$ cat src/rtl/lvtrig_pkg.sv
// Shared types and format arithmetic for the level-trigger capture block.
// Assumes the buffer byte count divided by each format's bytes per sample is a power of two.
package lvtrig_pkg;
    typedef enum logic [1:0] {FMT_R12 = 2'd0, FMT_C12 = 2'd1, FMT_R24 = 2'd2, FMT_C24 = 2'd3} fmt_e;
    typedef enum logic [1:0] {ST_IDLE, ST_ACQ, ST_POST, ST_DONE} cap_st_e;

    localparam int GUARD_SAMPLES = 48;

    // Bytes per sample, doubled so that 1.5 bytes stays an integer.
    function automatic int half_bytes(fmt_e f);
        case (f)
            FMT_R12: return 3;
            FMT_C24: return 12;
            default: return 6;
        endcase
    endfunction

    function automatic int slot_count(int buf_bytes, fmt_e f);
        return (buf_bytes * 2) / half_bytes(f);
    endfunction

    function automatic int min_delay(int buf_bytes, fmt_e f);
        return GUARD_SAMPLES - slot_count(buf_bytes, f);
    endfunction
endpackage

$ cat src/rtl/lvtrig_level_det.sv
// Rising-threshold detector with a hysteresis re-arm band.
// Assumes: threshold = level << (SAMPLE_W-LEVEL_W); starts disarmed after reset.
module lvtrig_level_det #(
    parameter int SAMPLE_W = 16,
    parameter int LEVEL_W  = 12,
    parameter int HYST     = 20
) (
    input  logic                clk,
    input  logic                rst_n,
    input  logic                smp_valid,
    input  logic [SAMPLE_W-1:0] smp_data,
    input  logic [LEVEL_W-1:0]  trig_level,
    output logic                fire
);
    localparam int SHIFT = SAMPLE_W - LEVEL_W;
    localparam int EXT_W = SAMPLE_W + 1;

    logic signed [EXT_W-1:0] thr_ext;
    logic signed [EXT_W-1:0] low_ext;
    logic signed [EXT_W-1:0] smp_ext;
    logic                    ready_q;

    // Scale the level to sample counts and form the re-arm bound.
    always_comb begin
        thr_ext = EXT_W'($signed({trig_level, {SHIFT{1'b0}}}));
        low_ext = thr_ext - EXT_W'(HYST);
        smp_ext = EXT_W'($signed(smp_data));
        fire    = smp_valid && ready_q && (smp_ext >= thr_ext);
    end

    // Disarm on firing, re-arm once the signal drops through the band.
    always_ff @(posedge clk) begin
        if (!rst_n)
            ready_q <= 1'b0;
        else if (fire)
            ready_q <= 1'b0;
        else if (smp_valid && (smp_ext <= low_ext))
            ready_q <= 1'b1;
    end
endmodule

$ cat src/rtl/lvtrig_delay_chk.sv
// Compares a requested signed delay against the pre-trigger floor of each format.
// Assumes: combinational; the caller samples the result on its arm pulse.
module lvtrig_delay_chk
    import lvtrig_pkg::*;
#(
    parameter int BUF_BYTES = 384,
    parameter int DELAY_W   = 32
) (
    input  logic [1:0]         fmt_sel,
    input  logic [DELAY_W-1:0] trig_delay,
    output logic               delay_bad
);
    localparam int NFMT = 4;

    logic signed [DELAY_W-1:0] floor_tab [NFMT];

    // One floor per format code.
    for (genvar g = 0; g < NFMT; g++) begin : g_floor
        assign floor_tab[g] = DELAY_W'(min_delay(BUF_BYTES, fmt_e'(g)));
    end

    // Out of range when below the selected floor.
    always_comb delay_bad = $signed(trig_delay) < floor_tab[fmt_sel];
endmodule

$ cat src/rtl/lvtrig_capture_ctrl.sv
// Sequencer for the circular capture: arm, pre-fill, trigger, post-count, done.
// Assumes: arm is a single-cycle pulse; fmt and delay are latched at arm time.
module lvtrig_capture_ctrl
    import lvtrig_pkg::*;
#(
    parameter int BUF_BYTES = 384,
    parameter int DELAY_W   = 32,
    parameter int REC_LEN   = 32,
    parameter int ADDR_W    = 8
) (
    input  logic               clk,
    input  logic               rst_n,
    input  logic               smp_valid,
    input  logic               fire,
    input  logic               gen_en,
    input  logic               arm,
    input  logic               delay_bad,
    input  logic [1:0]         fmt_sel,
    input  logic [DELAY_W-1:0] trig_delay,
    output logic               buf_we,
    output logic [ADDR_W-1:0]  buf_waddr,
    output logic [ADDR_W-1:0]  rec_start,
    output logic               done,
    output logic               param_err
);
    localparam int REM_W = DELAY_W + 1;

    cap_st_e                  st_q;
    fmt_e                     fmt_q;
    logic [DELAY_W-1:0]       dly_q;
    logic [DELAY_W-1:0]       idx_q;
    logic                     filled_q;
    logic signed [REM_W-1:0]  rem_q;
    logic [ADDR_W-1:0]        mask;
    logic [DELAY_W-1:0]       need;
    logic                     pre_ok;
    logic                     take;
    logic signed [REM_W-1:0]  rem_init;

    // Derive the address mask, pre-fill depth and trigger acceptance.
    always_comb begin
        mask      = ADDR_W'(slot_count(BUF_BYTES, fmt_q) - 1);
        need      = dly_q[DELAY_W-1] ? (~dly_q + 1'b1) : '0;
        pre_ok    = filled_q || (idx_q >= need);
        take      = fire && gen_en && pre_ok;
        rem_init  = $signed({dly_q[DELAY_W-1], dly_q}) + REM_W'(REC_LEN - 1);
        buf_we    = smp_valid && !arm && ((st_q == ST_ACQ) || (st_q == ST_POST));
        buf_waddr = ADDR_W'(idx_q) & mask;
    end

    // Step the capture sequence on arm and on each valid sample.
    always_ff @(posedge clk) begin
        if (!rst_n) begin
            st_q      <= ST_IDLE;
            fmt_q     <= FMT_R12;
            dly_q     <= '0;
            idx_q     <= '0;
            filled_q  <= 1'b0;
            rem_q     <= '0;
            rec_start <= '0;
            done      <= 1'b0;
            param_err <= 1'b0;
        end else if (arm) begin
            done     <= 1'b0;
            idx_q    <= '0;
            filled_q <= 1'b0;
            if (delay_bad) begin
                st_q      <= ST_IDLE;
                param_err <= 1'b1;
            end else begin
                st_q      <= ST_ACQ;
                param_err <= 1'b0;
                fmt_q     <= fmt_e'(fmt_sel);
                dly_q     <= trig_delay;
            end
        end else if (smp_valid) begin
            case (st_q)
                ST_ACQ: begin
                    idx_q <= idx_q + 1'b1;
                    if (pre_ok) filled_q <= 1'b1;
                    if (take) begin
                        rec_start <= ADDR_W'(idx_q + dly_q) & mask;
                        rem_q     <= rem_init;
                        if (rem_init <= 0) begin
                            st_q <= ST_DONE;
                            done <= 1'b1;
                        end else begin
                            st_q <= ST_POST;
                        end
                    end
                end
                ST_POST: begin
                    idx_q <= idx_q + 1'b1;
                    if (rem_q == 1) begin
                        st_q <= ST_DONE;
                        done <= 1'b1;
                    end else begin
                        rem_q <= rem_q - 1'b1;
                    end
                end
                default: ;
            endcase
        end
    end
endmodule

$ cat src/rtl/lvtrig_capture.sv
// Top: level trigger with hysteresis driving a delayed circular capture.
// Assumes: samples arrive one per valid strobe; the buffer sits outside this block.
module lvtrig_capture #(
    parameter int SAMPLE_W  = 16,
    parameter int LEVEL_W   = 12,
    parameter int DELAY_W   = 32,
    parameter int BUF_BYTES = 384,
    parameter int REC_LEN   = 32,
    parameter int HYST      = 20,
    parameter int ADDR_W    = $clog2((BUF_BYTES * 2) / 3)
) (
    input  logic                clk,
    input  logic                rst_n,
    input  logic                smp_valid,
    input  logic [SAMPLE_W-1:0] smp_data,
    input  logic [LEVEL_W-1:0]  trig_level,
    input  logic [DELAY_W-1:0]  trig_delay,
    input  logic                gen_en,
    input  logic [1:0]          fmt_sel,
    input  logic                arm,
    output logic                buf_we,
    output logic [ADDR_W-1:0]   buf_waddr,
    output logic [ADDR_W-1:0]   rec_start,
    output logic                done,
    output logic                param_err
);
    logic fire;
    logic delay_bad;

    lvtrig_level_det #(.SAMPLE_W(SAMPLE_W), .LEVEL_W(LEVEL_W), .HYST(HYST)) u_det (
        .clk(clk), .rst_n(rst_n), .smp_valid(smp_valid), .smp_data(smp_data),
        .trig_level(trig_level), .fire(fire)
    );

    lvtrig_delay_chk #(.BUF_BYTES(BUF_BYTES), .DELAY_W(DELAY_W)) u_dchk (
        .fmt_sel(fmt_sel), .trig_delay(trig_delay), .delay_bad(delay_bad)
    );

    lvtrig_capture_ctrl #(.BUF_BYTES(BUF_BYTES), .DELAY_W(DELAY_W), .REC_LEN(REC_LEN),
                          .ADDR_W(ADDR_W)) u_ctrl (
        .clk(clk), .rst_n(rst_n), .smp_valid(smp_valid), .fire(fire), .gen_en(gen_en),
        .arm(arm), .delay_bad(delay_bad), .fmt_sel(fmt_sel), .trig_delay(trig_delay),
        .buf_we(buf_we), .buf_waddr(buf_waddr), .rec_start(rec_start),
        .done(done), .param_err(param_err)
    );
endmodule

$ cat config.mk
export PLATFORM = sky130hd
export DESIGN_NAME = lvtrig_capture
export DESIGN_NICKNAME = d
export VERILOG_FILES = /design/src/rtl/lvtrig_pkg.sv /design/src/rtl/lvtrig_level_det.sv /design/src/rtl/lvtrig_delay_chk.sv /design/src/rtl/lvtrig_capture_ctrl.sv /design/src/rtl/lvtrig_capture.sv
export SDC_FILE = /design/constraint.sdc
export NUM_CORES = 1
export LEC_CHECK = 0
export BUFFER_PORTS_ARGS = -buffer_cell sky130_fd_sc_hd__buf_4
export CORE_MARGIN = 8
export CORE_UTILIZATION = 41
export DETAILED_ROUTE_END_ITERATION = 7
export HOLD_SLACK_MARGIN = 0.1
export PLACE_DENSITY_LB_ADDON = 0.1
export RECOVER_POWER = 100
export SKIP_CTS_REPAIR_TIMING = 1
export SLEW_MARGIN = 5
export SYNTH_ARGS = -nofsm -noshare
export SYNTH_HDL_FRONTEND = slang
export SYNTH_HIERARCHICAL = 1
export SYNTH_SLANG_ARGS = --single-unit
$ cat constraint.sdc
create_clock -name clk -period 6.7 [get_ports clk]
set_input_delay 0.335 -clock clk [delete_from_list [all_inputs] [get_ports clk]]
set_output_delay 0.335 -clock clk [all_outputs]
set_load 0.005 [all_outputs]
==> flow_summary.json <==
{
  "core_sq_um": 21100,
  "multiInputGateArea_sq_um": 6110,
  "vdd_ir_drop_max_mv": 0.140,
  "maxCapViolCount": 0,
  "power_density_nw_per_um2": 191,
  "met1_usage": 0.259,
  "drive_gt1_frac": 0.122,
  "regArea_sq_um": 2260,
  "synthesis.area_sq_um": 8820,
  "num_io_pins": 86,
  "max_slew_margin": 0.0289,
  "place_ws_ps": 912,
  "async_flop_share": 0,
  "ant_nets": 0,
  "row_count": 53,
  "final_core_util": 0.480,
  "final_nets": 1363,
  "synth_cells": 1188,
  "min_period_over_period": 0.894,
  "cts-root-buf": "clkbuf_16",
  "grt_use_met3": 0.0382,
  "antenna_cells": 0,
  "setup_viol": 0,
  "start_util": 0.418,
  "tightest_slew_ps": 1460,
  "synth_top_flop_cell": "dfxtp_1",
  "area_delta_synth_final_pct": 14.7,
  "track_usage": 0.198,
  "arrival_ps": 6310,
  "fp.dieW_microns": 163,
  "cts_tree": "done",
  "startpoint_type": "register",
  "cts-htree-levels": 4,
  "wl_microns": 26200,
  "worstHoldPathType": "input pin to register",
  "die_area_sq_um": 26500,
  "grt-busiest-layer": "met2",
  "portBuffers": 85,
  "vias_per_cell": 5.78,
  "final_area_sq_um": 10100,
  "first_iter_violations": 525,
  "synth_nets": 1331,
  "hold_violations": 0,
  "met2_usage": 0.327,
  "rsz0062_at_grt": "false",
  "gp_routability_congestion": 0.860,
  "clk_path_buf_depth": 2,
  "clkLatencyLatePin_ps": 430,
  "cellLeakagePower_nw": 3.91,
  "skew_ps": 12.7,
  "ys_ff_latch": 113,
  "tns_ps": 0,
  "fin_crit_ps": 5990,
  "synth_edf_count": 0,
  "ys_seq_area_frac": 0.256,
  "endpoint_kind": "register",
  "avgRoutedWirePerCell_microns": 17.4,
  "grt_pass1_vias": 8318,
  "cts_buffers": 17,
  "layout_common_cells": "172 x nand2_1, 113 x dfxtp_1, 99 x nor2_1, 99 x a21oi_1, 74 x ha_1",
  "dr.pass1.iters": 5,
  "dpl_cell_area_sq_um": 9570,
  "cp.required_ps": 7020,
  "outcome": "completed",
  "clk_pin_slew_ps": 60,
  "dpl.hpwl_microns": 19800,
  "path_class": "register to register",
  "fmax_ghz": 0.167,
  "synth_warnings": 6,
  "cts_sinks": 113,
  "crit_fanout": 36,
  "dieHeight_microns": 163,
  "maxSlewViolCount": 0,
  "fin_ws_ps": 713,
  "fill_cells": 2178,
  "grt_max_degree": 73,
  "ys_types": 72,
  "grt_overflow": 0,
  "vias": 8722,
  "drc": 0,
  "final_common_cell": "nand2_1",
  "antenna_found_initial": 0,
  "grt_pass1_wl_microns": 42600,
  "syn_area_per_cell_sq_um": 7.43
}
per-stage QoR:
stage	cells	power [mW]	hold WS [ps]
final	1508	1.93	153
after global routing	1508	2.02	159
after floorplan	1188	0.938	439
after CTS	1508	1.96	136
after detailed placement	1476	1.05	450
after global placement	1476	1.05	456
cell type report:
type	count	area share
Multi-Input combinational cell	953	0.603
Clock inverter	15	0.0151
Clock buffer	17	0.0420
Timing Repair Buffer	92	0.0661
Tap cell	275	0.0340
Inverter	43	0.0159
Sequential cell	113	0.224
cells in the mapped netlist, drive strengths merged, types with 8 or more instances:
library cell,count,share of area
o32ai,8,0.0079
nand2b,9,0.0064
nor3,43,0.026
nand2,172,0.073
buf,14,0.0072
a31oi,12,0.0085
a21oi,99,0.056
clkbuf,65,0.028
nand4,30,0.022
o221a,11,0.014
or4,13,0.011
o21ai,47,0.027
dfxtp,113,0.26
a21o,9,0.0077
ha,75,0.11
nor4,26,0.020
xnor2,50,0.050
mux2i,9,0.010
and3,16,0.011
nor2,99,0.042
inv,43,0.018
xor2,32,0.032
a211oi,13,0.012
or2,8,0.0057
or3,23,0.016
nand3,45,0.026
o211ai,8,0.0068
sequential cells by signal, summed over array words and instances (netlist names):
register          cells
u_ctrl/dly_q         32
u_ctrl/done           1
u_ctrl/filled_q       1
u_ctrl/fmt_q          2
u_ctrl/idx_q         32
u_ctrl/param_err      1
u_ctrl/rec_start      8
u_ctrl/rem_q         33
u_ctrl/st_q           2
u_det/ready_q         1
path summary, 6_finish.rpt:
| path | start | to | slack [ps] | cells after the start |
|---|---|---|---|---|
| max reg2reg | u_ctrl/dly_q[2] | u_ctrl/rem_q[13] | 710 | 18 |
| max | u_ctrl/dly_q[2] | u_ctrl/rem_q[13] | 710 | 18 |
| min reg2reg | u_ctrl/done | u_ctrl/done | 460 | 2 |
| min | trig_delay[1] | u_ctrl/dly_q[1] | 150 | 3 |
power breakdown:
group          leakage [nW]  switching [mW]  internal [mW]
Clock                 0.277           0.377          0.520
Sequential            0.915          0.0316          0.685
Combinational          2.72           0.183          0.136
Total                  3.91           0.592           1.34
critical path, cell delays in order (launching register included):
cell,delay [ps]
dfxtp_1,400
nor3_1,390
nand2_1,240
nor3_1,570
nor3b_2,510
nand2_1,250
nor4_1,340
xnor2_1,160
nand2_1,70
ha_1,330
nand4_1,140
inv_1,50
a2111oi_0,360
o31ai_1,240
o21ba_1,270
o21ai_4,730
clkbuf_2,460
a21oi_1,70
o221a_2,290
kinds of logic after synthesis:
| family | Yosys count | share of synthesized area |
|---|---|---|
| AND/OR/NAND/NOR | 523 | 0.296 |
| buffers and inverters | 122 | 0.0532 |
| XOR/XNOR | 82 | 0.0814 |
| multiplexers | 9 | 0.0102 |
| AO/OA/AOI/OAI | 263 | 0.194 |
| adder cells (fa/ha/maj) | 76 | 0.109 |
| flip-flops | 113 | 0.256 |
per-layer routing:
layer,vias to the layer above,routed length [microns],part of all wire
met5,-,0,0
met3,21,1250,0.048
met1,4139,12300,0.47
met2,206,12300,0.47
met4,0,332,0.013
li1,4356,-,-
No activity file was read; power rests on OpenSTA's default activity.
